`config.mk`:
```
export PLATFORM = sky130hd
export DESIGN_NAME = adc_wb_regif
export DESIGN_NICKNAME = d
export VERILOG_FILES = /design/src/rtl/adc_wb_pkg.sv /design/src/rtl/adc_wb_ack.sv /design/src/rtl/adc_wb_wreg.sv /design/src/rtl/adc_wb_rdmux.sv /design/src/rtl/adc_wb_regif.sv
export SDC_FILE = /design/constraint.sdc
export NUM_CORES = 1
export LEC_CHECK = 0
export BUFFER_PORTS_ARGS = -buffer_cell sky130_fd_sc_hd__buf_4
export CORE_MARGIN = 2
export CORE_UTILIZATION = 40
export DETAILED_ROUTE_END_ITERATION = 10
export PLACE_DENSITY = 0.72
export SKIP_CTS_REPAIR_TIMING = 1
export SYNTH_ARGS = -nofsm -noshare
export SYNTH_HDL_FRONTEND = slang
export SYNTH_HIERARCHICAL = 1
export SYNTH_SLANG_ARGS = --single-unit
```
`constraint.sdc`:
```
create_clock -name clk_i -period 1.6 [get_ports clk_i]
set_input_delay 0.08 -clock clk_i [delete_from_list [all_inputs] [get_ports clk_i]]
set_output_delay 0.08 -clock clk_i [all_outputs]
set_load 0.02 [all_outputs]
```
`src/rtl/adc_wb_pkg.sv`:
```
package adc_wb_pkg;
  localparam int unsigned DW       = 32;
  localparam int unsigned LANES    = DW / 8;
  localparam int unsigned RES_W    = 12;
  localparam int unsigned SW_W     = 4;
  localparam int unsigned IDX_CTRL = 0;
  localparam int unsigned IDX_STAT = 1;
  localparam int unsigned IDX_DATA = 2;
  localparam int unsigned IDX_CFG  = 3;
  localparam logic [DW-1:0] CTRL_MASK = 32'h0000_0007;
  localparam logic [DW-1:0] CFG_MASK  = 32'h0000_000F;
  localparam logic [DW-1:0] CFG_RST   = 32'h0000_0004;

  typedef enum logic [2:0] {
    SEL_CTRL, SEL_STAT, SEL_DATA, SEL_CFG, SEL_NONE
  } reg_sel_e;
endpackage

```
`src/rtl/adc_wb_ack.sv`:
```
module adc_wb_ack (
  input  logic clk_i,
  input  logic rst_i,
  input  logic cyc_i,
  input  logic stb_i,
  output logic take_o,
  output logic ack_o
);
  logic ack_q;

  // one acknowledge per request: a request seen while ack is high is the same one
  assign take_o = cyc_i & stb_i & ~ack_q;

  always_ff @(posedge clk_i or posedge rst_i) begin
    if (rst_i) ack_q <= 1'b0;
    else       ack_q <= take_o;
  end

  assign ack_o = ack_q;
endmodule

```
`src/rtl/adc_wb_wreg.sv`:
```
module adc_wb_wreg #(
  parameter int unsigned    DW    = 32,
  parameter logic [DW-1:0]  MASK  = '1,
  parameter logic [DW-1:0]  RST   = '0
) (
  input  logic            clk_i,
  input  logic            rst_i,
  input  logic            wr_i,
  input  logic [DW/8-1:0] sel_i,
  input  logic [DW-1:0]   dat_i,
  output logic [DW-1:0]   q_o
);
  localparam int unsigned LANES = DW / 8;
  logic [DW-1:0] q;

  for (genvar l = 0; l < LANES; l++) begin : g_lane
    always_ff @(posedge clk_i or posedge rst_i) begin
      if (rst_i)                 q[l*8 +: 8] <= RST[l*8 +: 8] & MASK[l*8 +: 8];
      else if (wr_i && sel_i[l]) q[l*8 +: 8] <= dat_i[l*8 +: 8] & MASK[l*8 +: 8];
    end
  end

  assign q_o = q;
endmodule

```
`src/rtl/adc_wb_rdmux.sv`:
```
module adc_wb_rdmux
  import adc_wb_pkg::*;
(
  input  reg_sel_e          sel_i,
  input  logic [DW-1:0]     ctrl_i,
  input  logic [DW-1:0]     cfg_i,
  input  logic              eoc_i,
  input  logic [RES_W-1:0]  result_i,
  output logic [DW-1:0]     rdata_o
);
  always_comb begin
    rdata_o = '0;
    unique case (sel_i)
      SEL_CTRL: rdata_o = ctrl_i;
      SEL_STAT: rdata_o[1] = eoc_i;
      SEL_DATA: rdata_o[RES_W-1:0] = result_i;
      SEL_CFG:  rdata_o = cfg_i;
      default:  rdata_o = '0;
    endcase
  end
endmodule

```
`src/rtl/adc_wb_regif.sv`:
```
module adc_wb_regif
  import adc_wb_pkg::*;
#(
  parameter int unsigned ADR_BITS = 5
) (
  input  logic              clk_i,
  input  logic              rst_i,
  input  logic [31:0]       adr_i,
  input  logic [31:0]       dat_i,
  output logic [31:0]       dat_o,
  input  logic [3:0]        sel_i,
  input  logic              cyc_i,
  input  logic              stb_i,
  input  logic              we_i,
  output logic              ack_o,
  output logic              soc_o,
  output logic              adc_en_o,
  output logic              amp_en_o,
  output logic [SW_W-1:0]   swidth_o,
  input  logic              eoc_i,
  input  logic [RES_W-1:0]  result_i
);
  localparam int unsigned IDX_W = ADR_BITS - 2;

  logic            take;
  logic [IDX_W-1:0] idx;
  reg_sel_e        rsel;
  logic [DW-1:0]   ctrl_q, cfg_q, rdata, dat_q;

  adc_wb_ack u_ack (
    .clk_i(clk_i), .rst_i(rst_i), .cyc_i(cyc_i), .stb_i(stb_i),
    .take_o(take), .ack_o(ack_o)
  );

  // low-bit decode only; unaligned or beyond the four words is a hole
  assign idx = adr_i[ADR_BITS-1:2];
  always_comb begin
    rsel = SEL_NONE;
    if (adr_i[1:0] == 2'b00) begin
      if      (idx == IDX_W'(IDX_CTRL)) rsel = SEL_CTRL;
      else if (idx == IDX_W'(IDX_STAT)) rsel = SEL_STAT;
      else if (idx == IDX_W'(IDX_DATA)) rsel = SEL_DATA;
      else if (idx == IDX_W'(IDX_CFG))  rsel = SEL_CFG;
    end
  end

  adc_wb_wreg #(.DW(DW), .MASK(CTRL_MASK), .RST('0)) u_ctrl (
    .clk_i(clk_i), .rst_i(rst_i),
    .wr_i(take && we_i && rsel == SEL_CTRL),
    .sel_i(sel_i), .dat_i(dat_i), .q_o(ctrl_q)
  );

  adc_wb_wreg #(.DW(DW), .MASK(CFG_MASK), .RST(CFG_RST)) u_cfg (
    .clk_i(clk_i), .rst_i(rst_i),
    .wr_i(take && we_i && rsel == SEL_CFG),
    .sel_i(sel_i), .dat_i(dat_i), .q_o(cfg_q)
  );

  adc_wb_rdmux u_rdmux (
    .sel_i(rsel), .ctrl_i(ctrl_q), .cfg_i(cfg_q),
    .eoc_i(eoc_i), .result_i(result_i), .rdata_o(rdata)
  );

  always_ff @(posedge clk_i or posedge rst_i) begin
    if (rst_i)              dat_q <= '0;
    else if (take && !we_i) dat_q <= rdata;
    else                    dat_q <= '0;
  end

  assign dat_o    = dat_q;
  assign soc_o    = ctrl_q[0];
  assign adc_en_o = ctrl_q[1];
  assign amp_en_o = ctrl_q[2];
  assign swidth_o = cfg_q[SW_W-1:0];
endmodule

```
==> impl_metrics.py <==
metrics = {
    "floorplan": {
        "coreArea_sq_um": 5850,
        "chipWidth_um": 81.6,
        "fp.dieH_um": 81.6,
        "io_pins": 126,
        "initial_core_util_pct": 41.1,
        "num_rows": 28,
        "die_area_sq_um": 6650,
    },
    "grt": {
        "grt_pass1_wl_um": 6120,
        "grt_util_met1_pct": 14.6,
        "grt_max_degree": 33,
        "overflow": 0,
        "met2_usage_pct": 20.8,
        "antenna_found_initial": 0,
        "met3_usage_pct": 2.09,
        "grt_pass1_vias": 1368,
        "grt_usage_pct": 12.0,
        "grt_most_used_layer": "met2",
    },
    "layout": {
        "area.sequential_sq_um": 1000,
        "area_growth_pct": 20.3,
        "stdcell_count": 369,
        "layout.nets": 379,
        "drive_gt1_share_pct": 34.7,
        "num_antenna_cells": 0,
        "fillers": 577,
        "multi_input_area_sq_um": 1090,
    },
    "power_and_ir_drop": {
        "p_int_mw": 1.69,
        "p_leak_nw": 1.53,
        "switchingPower_mw": 0.455,
        "swShare_pct": 21.2,
        "clock_power_share_pct": 40.8,
        "ir_drop_v": 0.000304,
        "comb_power_share_pct": 11.1,
        "p_per_area_nw_per_um2": 741,
        "seqPwrFrac_pct": 48.1,
    },
    "timing": {
        "rsz0062_at_grt": "false",
        "tightest_slew_ns": 1.22,
        "setup_viol": 0,
        "holdWs_ns": 0.0271,
        "slew_headroom_pct": 18.1,
        "fin_worst_skew_ns": 0.00479,
        "fin_crit_sh_pct": 90.6,
        "layout_setup_ws_ns": 0.151,
        "min_period_ns": 1.45,
        "fin_setup_tns_ns": 0,
        "hold_viol_final": 0,
        "fmax_mhz": 690,
        "maxSlewViolCount": 0,
    },
    "synthesis": {
        "ys_ff_latch": 40,
        "synth_area_leaders": "dfrtp_1 (41%), buf_4 (18%), and2_1 (8.3%), a22o_1 (7.3%), mux2i_1 (4.6%)",
        "avgSynthCellArea_sq_um": 10.6,
        "synth_area_leader_cell": "dfrtp_1",
        "syn_inst": 227,
        "synth_area_sq_um": 2410,
        "ys_seq_area_share_pct": 41.6,
        "synth_top_area_share_pct": 40.5,
        "ys_warn_count": 6,
        "ys_types": 26,
    },
    "detailed_routing": {
        "wire_per_inst_um": 10.4,
        "ant_nets": 0,
        "vias": 1498,
        "drtIter0Drc": 42,
        "drt_pass1_iterations": 5,
        "routed_via_density": 4.06,
        "drc_errors": 0,
        "routed_wirelength_um": 3830,
    },
    "cts": {
        "cts.sinks": 40,
        "cts_made_buffers": 5,
        "cts_max_path_buffers": 2,
        "cts_tree": "done",
        "cts.htree.levels": 2,
        "clk_pin_slew_ns": 0.07,
        "clk_latency_ns": 0.28,
        "root_buffer": "clkbuf_8",
    },
    "run": {
        "maxCapViolations": 0,
    },
    "critical_path": {
        "critPathKind": "flip-flop to flip-flop",
        "crit_path_end_kind": "flip-flop",
        "start_kind": "flip-flop",
        "crit_path_max_fanout": 4,
        "critical_path_required_ns": 1.77,
        "crit_arrival_ns": 1.62,
    },
    "placement": {
        "gp_congestion": 0.668,
        "placed_cells": 360,
        "dp_hpwl_um": 2910,
        "dp_slack_ns": 0.0507,
        "io_buffer_count": 67,
    },
    "worst_hold_path": {
        "min_path_type": "input pin to flip-flop",
    },
    "outcome": {
        "status": "complete, no violations",
    },
}
cell usage after synthesis:
cell      number
nor3_1         1
nor3_2         2
a21oi_1       11
dfrtp_1       39
nor2b_4        2
mux4_2         1
buf_6          2
nand2_2        2
buf_2          7
mux2_4         7
a211oi_1      11
a22o_1        20
nor2_1         1
nor4_2         1
dfstp_2        1
buf_4         57
clkbuf_1       2
conb_1         2
and2_1        32
mux2i_1       11
and2_2         2
nand2_1        3
inv_1          5
inv_2          1
and3b_1        1
clkbuf_2       3
critical path, cell delays in order (launching register included):
cell and delay (ns):
dfrtp_1 0.38, and3b_1 0.24, nand2_1 0.10, nor3_2 0.15, nand2_2 0.14, mux2_4 0.32
power groups by stage:
stage          sequential (mW)  clock, mW  combinational (mW)
5_1_grt                   1.03      0.956               0.267
4_1_cts                   1.03      0.903               0.237
3_5_place_dp              1.05          0               0.237
2_1_floorplan             1.07          0               0.223
3_3_place_gp              1.05          0               0.232
6_report                  1.03      0.876               0.237
placed cells by master, fill, tap and decap left out, types with 3 or more instances in the layout:
master | Yosys | layout
nor3_2 | 2 | 3
mux2i_1 | 11 | 11
nand2_1 | 3 | 3
mux2_4 | 7 | 7
clkbuf_8 | 0 | 7
buf_4 | 57 | 74
conb_1 | 2 | 57
a22o_1 | 20 | 20
and2_1 | 32 | 32
a21oi_1 | 11 | 11
dfrtp_1 | 39 | 39
inv_1 | 5 | 5
a211oi_1 | 11 | 11
worst paths after layout:
path	startpoint	endpoint	slack, ns	cells past startpoint
worst min register to register	u_cfg/q_o[3]	u_cfg/q_o[3]	0.55	1
worst max-delay path	u_ack/ack_o	u_cfg/q_o[3]	0.15	5
worst min-delay path	dat_i[3]	u_cfg/q_o[3]	0.03	2
min in group asynchronous	rst_i	u_ack/ack_o	0.21	3
max in group asynchronous	rst_i	dat_o[5]	0.85	4
worst max register to register	u_ack/ack_o	u_cfg/q_o[3]	0.15	5
per-stage QoR:
| stage | total power, mW | utilization, % | instance area (sq um) |
|---|---|---|---|
| after floorplan | 1.29 | - | 2610 |
| after global placement | 1.28 | 47.1 | 2760 |
| after detailed placement | 1.29 | 47.1 | 2760 |
| after CTS | 2.17 | 49.3 | 2880 |
| after global routing | 2.26 | 49.5 | 2900 |
| final | 2.15 | 49.5 | 2900 |
registers in the layout, indices dropped and copies added, names as in the netlist:
name	count
u_ctrl/q_o	3
dat_o	32
u_cfg/q_o	4
u_ack/ack_o	1
routing by layer:
layer | vias to the layer above | part of all wire [%]
met3 | 2 | 6.0
met1 | 671 | 43
met5 | - | 0
li1 | 779 | -
met4 | 0 | 0.84
met2 | 46 | 50
kinds of logic after synthesis:
| logic type | count (synthesis) | share of synthesized area [%] |
|---|---|---|
| buf+inv | 77 | 22.0 |
| simple gates | 47 | 13.1 |
| compound gates | 42 | 13.0 |
| flops | 40 | 41.6 |
| mux | 19 | 9.88 |
| other cells | 2 | 0.312 |
cell type report:
type | count | share of cell area [%]
multi-input cells | 165 | 37.5
flip-flops and latches | 40 | 34.6
repair buffers | 75 | 19.5
clock buffers | 7 | 3.33
well taps | 75 | 3.24
clock inverters | 1 | 1.04
inverters | 6 | 0.778
(Power assumes the default switching activity.)
